### config.mk
export PLATFORM = sky130hd
export DESIGN_NAME = smb_line_monitor
export DESIGN_NICKNAME = d
export VERILOG_FILES = /design/src/rtl/smb_lm_pkg.sv /design/src/rtl/smb_lm_filter.sv /design/src/rtl/smb_lm_timer.sv /design/src/rtl/smb_line_monitor.sv
export SDC_FILE = /design/constraint.sdc
export NUM_CORES = 1
export LEC_CHECK = 0
export ABC_AREA = 1
export ABC_CLOCK_PERIOD_IN_PS = 2200
export BUFFER_PORTS_ARGS = -buffer_cell sky130_fd_sc_hd__buf_4
export CAP_MARGIN = 20
export CORE_MARGIN = 5
export CORE_UTILIZATION = 52
export CTS_CLUSTER_SIZE = 40
export DETAILED_ROUTE_END_ITERATION = 7
export GPL_TIMING_DRIVEN = 1
export MAX_ROUTING_LAYER = met4
export PLACE_DENSITY_LB_ADDON = 0.25
export SLEW_MARGIN = 25
export SYNTH_ARGS = -nofsm -noshare
export SYNTH_HDL_FRONTEND = slang
export SYNTH_HIERARCHICAL = 1
export SYNTH_SLANG_ARGS = --single-unit
export TNS_END_PERCENT = 100
### constraint.sdc
create_clock -name clk_i -period 2.2 [get_ports clk_i]
set_clock_uncertainty 0.1 [all_clocks]
set_input_delay 0.11 -clock clk_i [delete_from_list [all_inputs] [get_ports clk_i]]
set_output_delay 0.11 -clock clk_i [all_outputs]
set_load 0.02 [all_outputs]
### src/rtl/smb_lm_pkg.sv
package smb_lm_pkg;

  typedef struct packed {
    logic scl;
    logic sda;
  } smb_lines_t;

  // counter width able to hold v
  function automatic int unsigned cnt_w(input int unsigned v);
    return (v < 2) ? 1 : $clog2(v + 1);
  endfunction

endpackage

### src/rtl/smb_lm_filter.sv
module smb_lm_filter #(
  parameter int unsigned SYNC_STAGES = 2,
  parameter int unsigned FILT_LEN    = 3,
  parameter logic        RST_VAL     = 1'b1
) (
  input  logic clk_i,
  input  logic rst_ni,
  input  logic raw_i,
  output logic filt_o
);

  logic [SYNC_STAGES-1:0] sync_q;
  logic [FILT_LEN-1:0]    hist_q;
  logic                   filt_q;

  always_ff @(posedge clk_i or negedge rst_ni) begin
    if (!rst_ni) begin
      sync_q <= {SYNC_STAGES{RST_VAL}};
      hist_q <= {FILT_LEN{RST_VAL}};
      filt_q <= RST_VAL;
    end else begin
      sync_q <= {sync_q[SYNC_STAGES-2:0], raw_i};
      hist_q <= {hist_q[FILT_LEN-2:0], sync_q[SYNC_STAGES-1]};
      // change only when all samples agree
      if (&hist_q)       filt_q <= 1'b1;
      else if (~|hist_q) filt_q <= 1'b0;
    end
  end

  assign filt_o = filt_q;

endmodule

### src/rtl/smb_lm_timer.sv
module smb_lm_timer #(
  parameter int unsigned W = 8
) (
  input  logic         clk_i,
  input  logic         rst_ni,
  input  logic         tick_i,
  input  logic         cond_i,
  input  logic [W-1:0] limit_i,
  output logic         reached_o,
  output logic         pulse_o
);

  logic [W-1:0] cnt_q;
  logic         done_q;

  // saturating tick count while the condition holds
  always_ff @(posedge clk_i or negedge rst_ni) begin
    if (!rst_ni) begin
      cnt_q <= '0;
    end else if (!cond_i) begin
      cnt_q <= '0;
    end else if (tick_i && (cnt_q < limit_i)) begin
      cnt_q <= cnt_q + 1'b1;
    end
  end

  // one pulse per unbroken interval
  always_ff @(posedge clk_i or negedge rst_ni) begin
    if (!rst_ni) begin
      done_q <= 1'b0;
    end else if (!cond_i) begin
      done_q <= 1'b0;
    end else if (pulse_o) begin
      done_q <= 1'b1;
    end
  end

  assign reached_o = cond_i && (cnt_q >= limit_i);
  assign pulse_o   = reached_o && !done_q;

endmodule

### src/rtl/smb_line_monitor.sv
module smb_line_monitor #(
  parameter int unsigned TIMEOUT_TICKS = 30,
  parameter int unsigned IDLE_TICKS    = 51,
  parameter int unsigned BUSOFF_TICKS  = 2000,
  parameter int unsigned AVAIL_TICKS   = 1,
  parameter int unsigned CAL_W         = 16,
  parameter int unsigned SYNC_STAGES   = 2,
  parameter int unsigned FILT_LEN      = 3
) (
  input  logic             clk_i,
  input  logic             rst_ni,
  input  logic             tick_i,
  input  logic             scl_i,
  input  logic             sda_i,
  input  logic             xfer_active_i,
  input  logic [CAL_W-1:0] cal_time_i,
  output logic             bus_off_o,
  output logic             abort_o,
  output logic             idle_reset_o,
  output logic             cal_req_o,
  output logic             bus_avail_o
);

  import smb_lm_pkg::*;

  localparam int unsigned NUM_LINES = 2;
  localparam int unsigned TO_W  = cnt_w(TIMEOUT_TICKS);
  localparam int unsigned ID_W  = cnt_w(IDLE_TICKS);
  localparam int unsigned BO_W  = cnt_w(BUSOFF_TICKS);
  localparam int unsigned AV_W  = cnt_w(AVAIL_TICKS);

  logic [NUM_LINES-1:0] raw_lines;
  logic [NUM_LINES-1:0] filt_lines;
  smb_lines_t           lines_f;
  logic                 scl_f;
  logic                 sda_f;

  assign raw_lines = {sda_i, scl_i};

  for (genvar g = 0; g < NUM_LINES; g++) begin : g_line
    smb_lm_filter #(
      .SYNC_STAGES(SYNC_STAGES),
      .FILT_LEN   (FILT_LEN),
      .RST_VAL    (1'b1)
    ) u_filt (
      .clk_i (clk_i),
      .rst_ni(rst_ni),
      .raw_i (raw_lines[g]),
      .filt_o(filt_lines[g])
    );
  end

  assign lines_f.scl = filt_lines[0];
  assign lines_f.sda = filt_lines[1];
  assign scl_f = lines_f.scl;
  assign sda_f = lines_f.sda;

  logic scl_low, both_low, both_high, cal_cond, avail_cond;
  assign scl_low   = !scl_f;
  assign both_low  = !scl_f && !sda_f;
  assign both_high = scl_f && sda_f;
  assign cal_cond  = both_low && !xfer_active_i;

  logic to_reached, id_reached, cal_reached, bo_pulse, av_pulse;
  logic bus_off_w;

  smb_lm_timer #(.W(TO_W)) u_timeout (
    .clk_i    (clk_i),
    .rst_ni   (rst_ni),
    .tick_i   (tick_i),
    .cond_i   (scl_low),
    .limit_i  (TO_W'(TIMEOUT_TICKS)),
    .reached_o(to_reached),
    .pulse_o  (abort_o)
  );

  smb_lm_timer #(.W(ID_W)) u_idle (
    .clk_i    (clk_i),
    .rst_ni   (rst_ni),
    .tick_i   (tick_i),
    .cond_i   (both_high),
    .limit_i  (ID_W'(IDLE_TICKS)),
    .reached_o(id_reached),
    .pulse_o  (idle_reset_o)
  );

  smb_lm_timer #(.W(BO_W)) u_busoff (
    .clk_i    (clk_i),
    .rst_ni   (rst_ni),
    .tick_i   (tick_i),
    .cond_i   (both_low),
    .limit_i  (BO_W'(BUSOFF_TICKS)),
    .reached_o(bus_off_w),
    .pulse_o  (bo_pulse)
  );

  smb_lm_timer #(.W(CAL_W)) u_cal (
    .clk_i    (clk_i),
    .rst_ni   (rst_ni),
    .tick_i   (tick_i),
    .cond_i   (cal_cond),
    .limit_i  (cal_time_i),
    .reached_o(cal_reached),
    .pulse_o  (cal_req_o)
  );

  // holdoff after reset or bus-off before answering
  assign avail_cond = !bus_off_w;

  smb_lm_timer #(.W(AV_W)) u_avail (
    .clk_i    (clk_i),
    .rst_ni   (rst_ni),
    .tick_i   (tick_i),
    .cond_i   (avail_cond),
    .limit_i  (AV_W'(AVAIL_TICKS)),
    .reached_o(bus_avail_o),
    .pulse_o  (av_pulse)
  );

  assign bus_off_o = bus_off_w;

  logic [4:0] unused_bits;
  assign unused_bits = {to_reached, id_reached, cal_reached, bo_pulse, av_pulse};

endmodule

==> results of run 1 <==
==> power breakdown <==
group	internal (uW)	leakage, uW	switching (uW)	total (uW)
combinational	139	0.00208	258	397
sequential	1040	0.000684	41.4	1090
clock	340	0.0000514	333	673
==> final cells by class <==
class,count,share of cell area
Clock buffer,6,0.0145
Tap cell,102,0.0254
Clock inverter,2,0.00748
Inverter,100,0.0748
Multi-Input combinational cell,432,0.514
Timing Repair Buffer,57,0.0888
Sequential cell,54,0.275
==> routing by layer <==
metal	up-vias	track usage	routed length (um)
met5	-	-	0
met4	0	0.0410	123
met3	10	0.0347	231
met2	43	0.339	4520
met1	1748	0.230	4080
li1	1931	-	-
==> registers in the layout, indices dropped and copies added, names as in the netlist <==
signal                cells
u_cal/cnt_q              16
u_busoff/cnt_q           11
g_line.u_filt/hist_q      6
u_idle/cnt_q              6
u_timeout/cnt_q           5
g_line.u_filt/sync_q      4
g_line.u_filt/filt_o      2
u_avail/cnt_q             1
u_cal/done_q              1
u_idle/done_q             1
u_timeout/done_q          1
==> worst max-delay path: stages, from the launching register on <==
cell and delay, ns:
dfrtp_2 0.46, ha_1 0.31, nand4_1 0.16, nor2_2 0.16, nand2_2 0.11, nand3_2 0.10, nand2_2 0.08, nor2_4 0.11
buf_6 0.12
==> timing repair <==
| action | in CTS | in global routing |
|---|---|---|
| buffers inserted | 13 | 10 |
| pin swaps | 1 | 10 |
| setup endpoints to repair | 2 | 2 |
| hold endpoints to repair | 45 | 0 |
| gates cloned | 0 | 0 |
| resized for setup | 11 | 27 |
| hold buffers | 4 | 0 |
==> metrics by stage <==
stage / cells / worst slack (ns) / power [uW] / hold slack [ns]
CTS: 743 / -0.00127 / 2170 / 0.0347
global route: 753 / -0.0546 / 2300 / 0.0304
detailed placement: 718 / 0.198 / 1470 / 0.111
global placement: 718 / 0.229 / 1460 / 0.105
floorplan: 597 / 0.383 / 1360 / -0.286
finish: 753 / 0.0733 / 2160 / 0.0410
==> cell usage in the layout, fill, tap and decap left out, drive strengths merged, types with 4 or more instances in the layout <==
cell type    count
clkbuf           6
dfrtp           42
a21oi           12
inv             98
nor3            11
nand2          174
xor2            14
conb            24
nand4           16
dfstp           12
buf             53
ha              42
nand3           72
nor2            52
dlygate4sd3      4
==> path summary, 6_finish.rpt <==
kind,from,to,slack (ns),cells past startpoint
worst max-delay path,u_cal/cnt_q[14],cal_req_o,0.07,8
worst min-delay path,tick_i,u_avail/cnt_q,0.04,3
worst max register to register,u_cal/cnt_q[14],u_cal/cnt_q[6],0.22,8
worst min register to register,g_line[1].u_filt/sync_q[1],g_line[1].u_filt/hist_q[0],0.26,0
max in group asynchronous,rst_ni,u_busoff/cnt_q[5],1.22,2
min in group asynchronous,rst_ni,u_cal/cnt_q[9],0.28,2
==> summary.txt, run 1 <==
Place
  – Final HPWL DP: ~6.4 mm
  – Routability congestion estimate from global placement: between 0.8 and 0.9
  – # port buffers: 26
  – Dpl cell area: between 4000 and 5000 sq um

Run
  – Max Cap Viol: 0

CTS
  – Root Driver: clkbuf_8
  – Clock Latency Late Sink: between 0.3 and 0.4 ns
  – CTS tree: yes
  – CTS sink cnt: 54
  – Clock slew at reported path FFs: 0.11 ns
  – H-tree levels: 2
  – CTS max path bufs: 2
  – Total CTS buffers: 5

STA
  – RSZ-0062 raised after global routing: yes
  – Post-layout min period: 2.13 ns
  – Final Max Tran Viols: 0
  – Final hold vios: 0
  – Peak Freq: about 470 MHz
  – Least-Margin Pin Slew: ~0.70 ns
  – Setup violators final: 0
  – Max-slew headroom: 0.536
  – Final Cycle Share: 0.967
  – Setup TNS: 0 ns

Floorplanning
  – Placeable Area: slightly below 8000 sq um
  – IO Pins: 27
  – Die Height: about 100 um
  – Total die area: 9960 sq um
  – Starting Density: 0.537
  – Cell Rows: 32
  – Die span in x: 99.8 um

Synthesis
  – Synthesis Warnings: 6
  – Post-synth design cell area: 4190 sq um
  – Gate Count Post-Synth: ~580
  – Avg Inst Size Synth: ~7.3 sq um

Global routing
  – Largest net degree at the start of global routing: 55
  – Initial antenna violation count: 0
  – Total global-route track usage: 0.192
  – Grt ovf: 0
  – First-pass GRT wire length: 15.5 mm
  – Number of global-route vias before repair: between 3k and 4k

Power
  – Lkg Pwr: about 0.0028 uW
  – Worst VDD drop: about 0.27 mV
  – Pwr dens: between 400 and 500 nW/um^2

Worst setup path
  – CP Class: flop to output pin
  – CP Max Fanout: 4
  – Crit path launch type: flop
  – Crit end category: output pin
  – WP data required: roughly 2 ns
  – Critical path arrival: between 1.5 and 2 ns

Route
  – DRT iter0 DRCs: 165
  – DR WL/cell: 11.9 um
  – Total wire length: 8.96 mm
  – DR DRC count: 0
  – Vias/cell: between 4 and 5
  – DR pass1 iterations: 4
  – Final ANT Viol Nets: 0
  – Routed via count: 3732

Final layout
  – Number of fill cells: about 690
  – # diodes: 0
  – Final core utilization: 0.642
  – Design Area, Final: around 5000 sq um
  – Layout Nets: roughly 710
  – Storage cell area: around 1400 sq um
  – Layout cell share with drive strength beyond 1: 0.229
  – Multi-input logic area: between 2000 and 3000 sq um
  – Syn-to-layout area delta: 19.6%

Run status
  – Status: finished clean

Hold path
  – Worst Hold Class: input pin to flop
Power figures use the tool's default switching activity.
==> run 2, diff against run 1 <==
Settings changed: ABC_AREA 1 to 0.
==> run 2 against run 1 <==
Compared with the run above:
- the run now ends with negative setup slack left
- final cell count decreased by 20%
- sequential share of layout area increased by 0.25 points
- global-route usage increased by 0.94 points
- flip-flop and latch count unchanged
- wire length increased by 2.3%
- core utilization increased by 7.3 points
- non-clock buffer count increased by 27
- die area decreased by 11%
- power decreased by 4.5%
- highest routed layer unchanged
==> summary.txt, run 2 <==
Final layout
  – Number of fill cells: 497 (was 694)
  – Layout cell share with drive strength beyond 1: 0.304 (was 0.229)
  – # diodes: 0 (unchanged)
  – Max reg flops: 16 (unchanged)
  – Syn-to-layout area delta: 32.8% (was 19.6%)
  – Design Area, Final: 4920 sq um (was 5020 sq um)
  – Most common cell after layout, fill and taps aside: buf_4 (was nand2_1)
  – Most frequent cells in the layout: buf_4, inv_1, dfrtp_1, nand2_1, ha_1 (was nand2_1, inv_1, nand3_1, buf_4, nor2_1)
  – Final core utilization: 0.716 (was 0.642)
  – Storage cell area: 1370 sq um (was 1380 sq um)
  – Layout Nets: 570 (was 714)
  – Multi-input logic area: 2470 sq um (was 2580 sq um)
  – Top flop regs: u_cal/cnt_q: 16 flops, u_busoff/cnt_q: 11 flops (unchanged)
  – Largest Register: u_cal/cnt_q (unchanged)

Power
  – Pwr dens: 419 nW/um^2 (was 430 nW/um^2)
  – Power Total: 2060 uW (was 2160 uW)
  – Lkg Pwr: 0.00234 uW (was 0.00282 uW)
  – Worst VDD drop: 0.356 mV (was 0.268 mV)

CTS
  – Clock Latency Late Sink: 0.32 ns (was 0.31 ns)
  – H-tree levels: 2 (unchanged)
  – Total CTS buffers: 5 (unchanged)
  – Root Driver: clkbuf_8 (unchanged)
  – CTS max path bufs: 2 (unchanged)
  – CTS tree: yes (unchanged)
  – CTS sink cnt: 54 (unchanged)
  – Clock slew at reported path FFs: 0.10 ns (was 0.11 ns)

Route
  – Vias/cell: 5.51 (was 4.96)
  – Final ANT Viol Nets: 0 (unchanged)
  – DR DRC count: 0 (unchanged)
  – Total wire length: 9.17 mm (was 8.96 mm)
  – DRT iter0 DRCs: 208 (was 165)
  – Routed via count: 3320 (was 3732)
  – DR WL/cell: 15.2 um (was 11.9 um)
  – DR pass1 iterations: 6 (was 4)

STA
  – Setup TNS: -2.49 ns (was 0 ns)
  – Final WS setup: -0.250 ns (was 0.0733 ns)
  – Max-slew headroom: 0.538 (was 0.536)
  – Peak Freq: 408 MHz (was 470 MHz)
  – RSZ-0062 raised after global routing: yes (unchanged)
  – Final Max Tran Viols: 0 (unchanged)
  – Least-Margin Pin Slew: 0.694 ns (was 0.695 ns)
  – Post-layout min period: 2.45 ns (was 2.13 ns)
  – Hold_ws: 0.229 ns (was 0.0410 ns)
  – Setup violators final: 16 (was 0)
  – Final hold vios: 0 (unchanged)
  – Final Cycle Share: 1.11 (was 0.967)

Run status
  – Status: finished with violations (was finished clean)
  – Failing checks: negative setup slack

Run
  – Max Cap Viol: 0 (unchanged)

Global routing
  – Total global-route track usage: 0.202 (was 0.192)
  – First-pass GRT wire length: 14.2 mm (was 15.5 mm)
  – Grt ovf: 0 (unchanged)
  – Largest net degree at the start of global routing: 55 (unchanged)
  – Initial antenna violation count: 0 (unchanged)
  – Number of global-route vias before repair: 3305 (was 3671)

Worst setup path
  – Crit path launch type: flop (unchanged)
  – CP Max Fanout: 14 (was 4)
  – Critical-path top delay cell: dfrtp_1 (was dfrtp_2)
  – Crit end category: flop (was output pin)
  – Critical path arrival: 2.59 ns (was 1.92 ns)
  – WP buf/inv: 1 (unchanged)
  – Most common cell on crit path: a21oi_1 (was nand2_2)
  – CP Class: flop to flop (was flop to output pin)
  – WP data required: 2.34 ns (was 1.99 ns)
  – Delay of the slowest cell on the worst path: 0.43 ns (was 0.46 ns)
  – Cell chain of the critical path: ha_4 > a21oi_1 > nor3_2 > nor3b_4 > nand3_4 > buf_4 > or3_4 > a21oi_1 (was ha_1 > nand4_1 > nor2_2 > nand2_2 > nand3_2 > nand2_2 > nor2_4 > buf_6)
  – Crit path max-delay family: simple AND/OR/NAND/NOR gates (unchanged)

Floorplanning
  – Total die area: 8910 sq um (was 9960 sq um)
  – Placeable Area: 6870 sq um (was 7810 sq um)
  – Die span in x: 94.4 um (was 99.8 um)
  – IO Pins: 27 (unchanged)
  – Starting Density: 0.539 (was 0.537)
  – Die Height: 94.4 um (was 99.8 um)
  – Cell Rows: 30 (was 32)

Place
  – Dpl cell area: 4300 sq um (was 4540 sq um)
  – Routability congestion estimate from global placement: 0.861 (was 0.835)
  – # port buffers: 26 (unchanged)
  – Final HPWL DP: 5.83 mm (was 6.42 mm)

Hold path
  – Worst Hold Class: input pin to flop (unchanged)

Synthesis
  – Avg Inst Size Synth: 9.28 sq um (was 7.29 sq um)
  – Post-synth design cell area: 3700 sq um (was 4190 sq um)
  – Synthesis Warnings: 6 (unchanged)
  – Gate Count Post-Synth: 399 (was 575)
[run 2: worst paths after layout]
check,slack (ns),depth (start not counted),startpoint,endpoint
setup / recovery,-0.25,8,u_cal/cnt_q[9],u_cal/cnt_q[5]
hold / removal,0.23,4,tick_i,u_busoff/cnt_q[1]
setup reg to reg,-0.25,8,u_cal/cnt_q[9],u_cal/cnt_q[5]
hold reg to reg,0.26,0,g_line[1].u_filt/sync_q[0],g_line[1].u_filt/sync_q[1]
max in group asynchronous,1.26,2,rst_ni,u_busoff/cnt_q[3]
min in group asynchronous,0.27,2,rst_ni,u_cal/cnt_q[12]
[run 2: through the flow]
stage | cells | setup slack (ns)
finish | 603 | -0.250
floorplan | 421 | 0.0277
detailed placement | 566 | -0.163
global placement | 566 | -0.109
global route | 603 | -0.326
CTS | 595 | -0.228
[run 2: power by group]
part           leakage, uW  internal [uW]  switching [uW]
clock            0.0000554            342             342
combinational      0.00158            141             173
sequential        0.000705           1030            29.4
total              0.00234           1510             544
[run 2: tightest hold or removal path, stage by stage]
cell and delay [ns]:
buf_4 0.13, buf_4 0.20, nand3_1 0.11, a21oi_1 0.06
[run 2: routing by layer]
layer | wire length, um | track usage | vias up | share of wire
li1 | - | - | 1620 | -
met5 | 0 | - | - | 0
met2 | 4650 | 0.338 | 84 | 0.51
met3 | 309 | 0.0319 | 19 | 0.034
met1 | 3980 | 0.252 | 1597 | 0.43
met4 | 227 | 0.0614 | 0 | 0.025
[run 2: cell type report]
type | count | share of cell area
multi-input cells | 309 | 0.502
flip-flops and latches | 54 | 0.278
repair buffers | 84 | 0.133
inverters | 52 | 0.0397
well taps | 96 | 0.0244
clock buffers | 6 | 0.0148
clock inverters | 2 | 0.00789
[run 2: what timing repair did]
item,4_1_cts,5_1_grt
setup buffers,17,10
resized for setup,22,22
pin swaps,8,16
setup endpoints to repair,16,25
endpoints found under the hold margin,45,0
hold buffers,4,0
==> run 3, diff against run 2 <==
Settings changed: PLACE_DENSITY from default to 0.7, PLACE_DENSITY_LB_ADDON 0.25 to default.
==> run 3 against run 2 <==
Compared with the run above:
- the run still ends with negative setup slack left
- critical path depth fell by 1
- non-clock buffer count fell by 1
- register-to-register slack barely moved
- first-iteration DRC count fell by 48%
- die area did not move
- setup slack got worse by 0.051 ns
- wire length rose by 2.4%
- clock power rose by 6.4%
- power rose by 2.7%
- cell area rose by 1.8%
==> summary.txt, run 3 (synthesis results as in run 2) <==
Route
  – DR WL/cell: 15.6 um (was 15.2 um)
  – Total wire length: 9.39 mm (was 9.17 mm)
  – DR pass1 iterations: 4 (was 6)
  – Final ANT Viol Nets: 0 (unchanged)
  – Vias/cell: 5.51 (about the same)
  – DR DRC count: 0 (unchanged)
  – DRT iter0 DRCs: 109 (was 208)
  – Routed via count: 3321 (was 3320)

Hold path
  – Worst Hold Class: input pin to flop (unchanged)
  – Hold-critical path depth: 4 (unchanged)
  – Hold Startpoint: tick_i (unchanged)
  – Hold EP: u_avail/cnt_q (was u_busoff/cnt_q[1])

Final layout
  – Layout Nets: 570 (unchanged)
  – Largest Register: u_cal/cnt_q (unchanged)
  – Most common cell after layout, fill and taps aside: buf_4 (unchanged)
  – Max reg flops: 16 (unchanged)
  – Top flop regs: u_cal/cnt_q: 16 flops, u_busoff/cnt_q: 11 flops (unchanged)
  – # diodes: 0 (unchanged)
  – Syn-to-layout area delta: 35.1% (was 32.8%)
  – Most frequent cells in the layout: buf_4, inv_1, dfrtp_1, nand2_1, ha_1 (unchanged)
  – Number of fill cells: 518 (was 497)
  – Layout cell share with drive strength beyond 1: 0.341 (was 0.304)

Worst setup path
  – Reg-to-Reg Start: u_cal/cnt_q[10] (was u_cal/cnt_q[9])
  – R2R Path End: u_cal/cnt_q[5] (unchanged)
  – WP data required: 1.99 ns (was 2.34 ns)
  – Critical path arrival: 2.29 ns (was 2.59 ns)
  – Worst r2r path cells: 10 (was 8)
  – Crit end category: output pin (was flop)
  – Reg2reg setup slack: -0.26 ns (was -0.25 ns)
  – Crit path launch type: flop (unchanged)
  – CP Max Fanout: 4 (was 14)
  – CP Class: flop to output pin (was flop to flop)

Floorplanning
  – Starting Density: 0.539 (unchanged)
  – Placeable Area: 6870 sq um (unchanged)
  – Die span in x: 94.4 um (unchanged)
  – Cell Rows: 30 (unchanged)
  – IO Pins: 27 (unchanged)
  – Total die area: 8910 sq um (unchanged)
  – Die Height: 94.4 um (unchanged)

Run status
  – Failing checks: negative setup slack (unchanged)
  – Status: finished with violations (unchanged)

CTS
  – Clock Latency Late Sink: 0.32 ns (about the same)
  – CTS tree: yes (unchanged)
  – CTS sink cnt: 54 (unchanged)
  – Total CTS buffers: 5 (unchanged)
  – H-tree levels: 2 (unchanged)
  – Root Driver: clkbuf_8 (unchanged)
  – CTS max path bufs: 2 (unchanged)
  – Clock slew at reported path FFs: 0.10 ns (about the same)

Global routing
  – Total global-route track usage: 0.216 (was 0.202)
  – Number of global-route vias before repair: 3251 (was 3305)
  – Largest net degree at the start of global routing: 55 (unchanged)
  – Initial antenna violation count: 0 (unchanged)
  – First-pass GRT wire length: 14.9 mm (was 14.2 mm)
  – Grt ovf: 0 (unchanged)

Power
  – Power Total: 2110 uW (was 2060 uW)
  – Lkg Pwr: 0.00235 uW (was 0.00234 uW)
  – Pwr dens: 422 nW/um^2 (was 419 nW/um^2)
  – Worst VDD drop: 0.298 mV (was 0.356 mV)

Place
  – Final HPWL DP: 5.86 mm (was 5.83 mm)
  – Routability congestion estimate from global placement: 0.853 (was 0.861)
  – DP Worst Slack: -0.0981 ns (was -0.163 ns)
  – # port buffers: 26 (unchanged)

STA
  – Peak Freq: 400 MHz (was 408 MHz)
  – Final hold vios: 0 (unchanged)
  – Post-layout min period: 2.50 ns (was 2.45 ns)
  – Final Cycle Share: 1.14 (was 1.11)
  – RSZ-0062 raised after global routing: yes (unchanged)
  – Least-Margin Pin Slew: 0.697 ns (was 0.694 ns)
  – Final Max Tran Viols: 0 (unchanged)
  – Final WS setup: -0.301 ns (was -0.250 ns)
  – Setup violators final: 18 (was 16)
  – Max-slew headroom: 0.535 (was 0.538)

Run
  – Max Cap Viol: 0 (unchanged)
## run 3: worst max-delay path, stage by stage (launching register included)
cell and delay, ns:
dfrtp_1 0.44, ha_1 0.34, nand2_2 0.11, buf_4 0.15, a2111o_1 0.40, nand4_1 0.14
nor3b_2 0.21, buf_4 0.17
## run 3: through the flow
step / instances / utilization / TNS [ns] / hold WS (ns) / instance area (sq um)
after floorplan: 421 / - / 0 / -0.286 / 3800
after global placement: 564 / 0.623 / -0.496 / 0.105 / 4280
after detailed placement: 564 / 0.623 / -0.855 / 0.0997 / 4280
after CTS: 594 / 0.691 / -1.37 / 0.192 / 4750
after global routing: 603 / 0.728 / -4.15 / 0.225 / 5000
final: 603 / 0.728 / -2.61 / 0.227 / 5000
## run 3: worst max path at each step
stage / depth (start not counted) / slack (ns) / end / start
floorplan: 9 / 0.03 / bus_avail_o / u_busoff/cnt_q[6]
global placement: 7 / -0.07 / u_cal/cnt_q[13] / u_cal/cnt_q[9]
detailed placement: 7 / -0.1 / u_cal/cnt_q[13] / u_cal/cnt_q[13]
CTS: 7 / -0.27 / cal_req_o / u_cal/cnt_q[9]
global route: 7 / -0.39 / cal_req_o / u_cal/cnt_q[10]
finish: 7 / -0.30 / cal_req_o / u_cal/cnt_q[10]
## run 3: power by group
group,total [uW],internal [uW],switching (uW)
Combinational,324,145,179
Clock,728,375,352
Sequential,1060,1030,30.7
## run 3: layer usage
| layer | track usage | up-vias | routed length [um] |
|---|---|---|---|
| met5 | - | - | 0 |
| met4 | 0.0578 | 0 | 110 |
| met3 | 0.0359 | 12 | 225 |
| met2 | 0.375 | 52 | 4980 |
| met1 | 0.261 | 1632 | 4070 |
| li1 | - | 1625 | - |
## run 3: what timing repair did
action | CTS | global route
resized for setup | 27 | 46
endpoints found under the hold margin | 45 | 0
hold buffers | 4 | 0
buffers inserted | 18 | 11
setup endpoints to repair | 16 | 20
cloned | 0 | 1
pin swaps | 7 | 26
## run 3: cell type report
cell class / count / area (sq um) / area share
inverters: 52 / 198 / 0.0395
multi-input cells: 310 / 2540 / 0.508
clock buffers: 6 / 82.6 / 0.0165
flip-flops and latches: 54 / 1370 / 0.273
repair buffers: 83 / 656 / 0.131
clock inverters: 2 / 38.8 / 0.00775
well taps: 96 / 120 / 0.0240
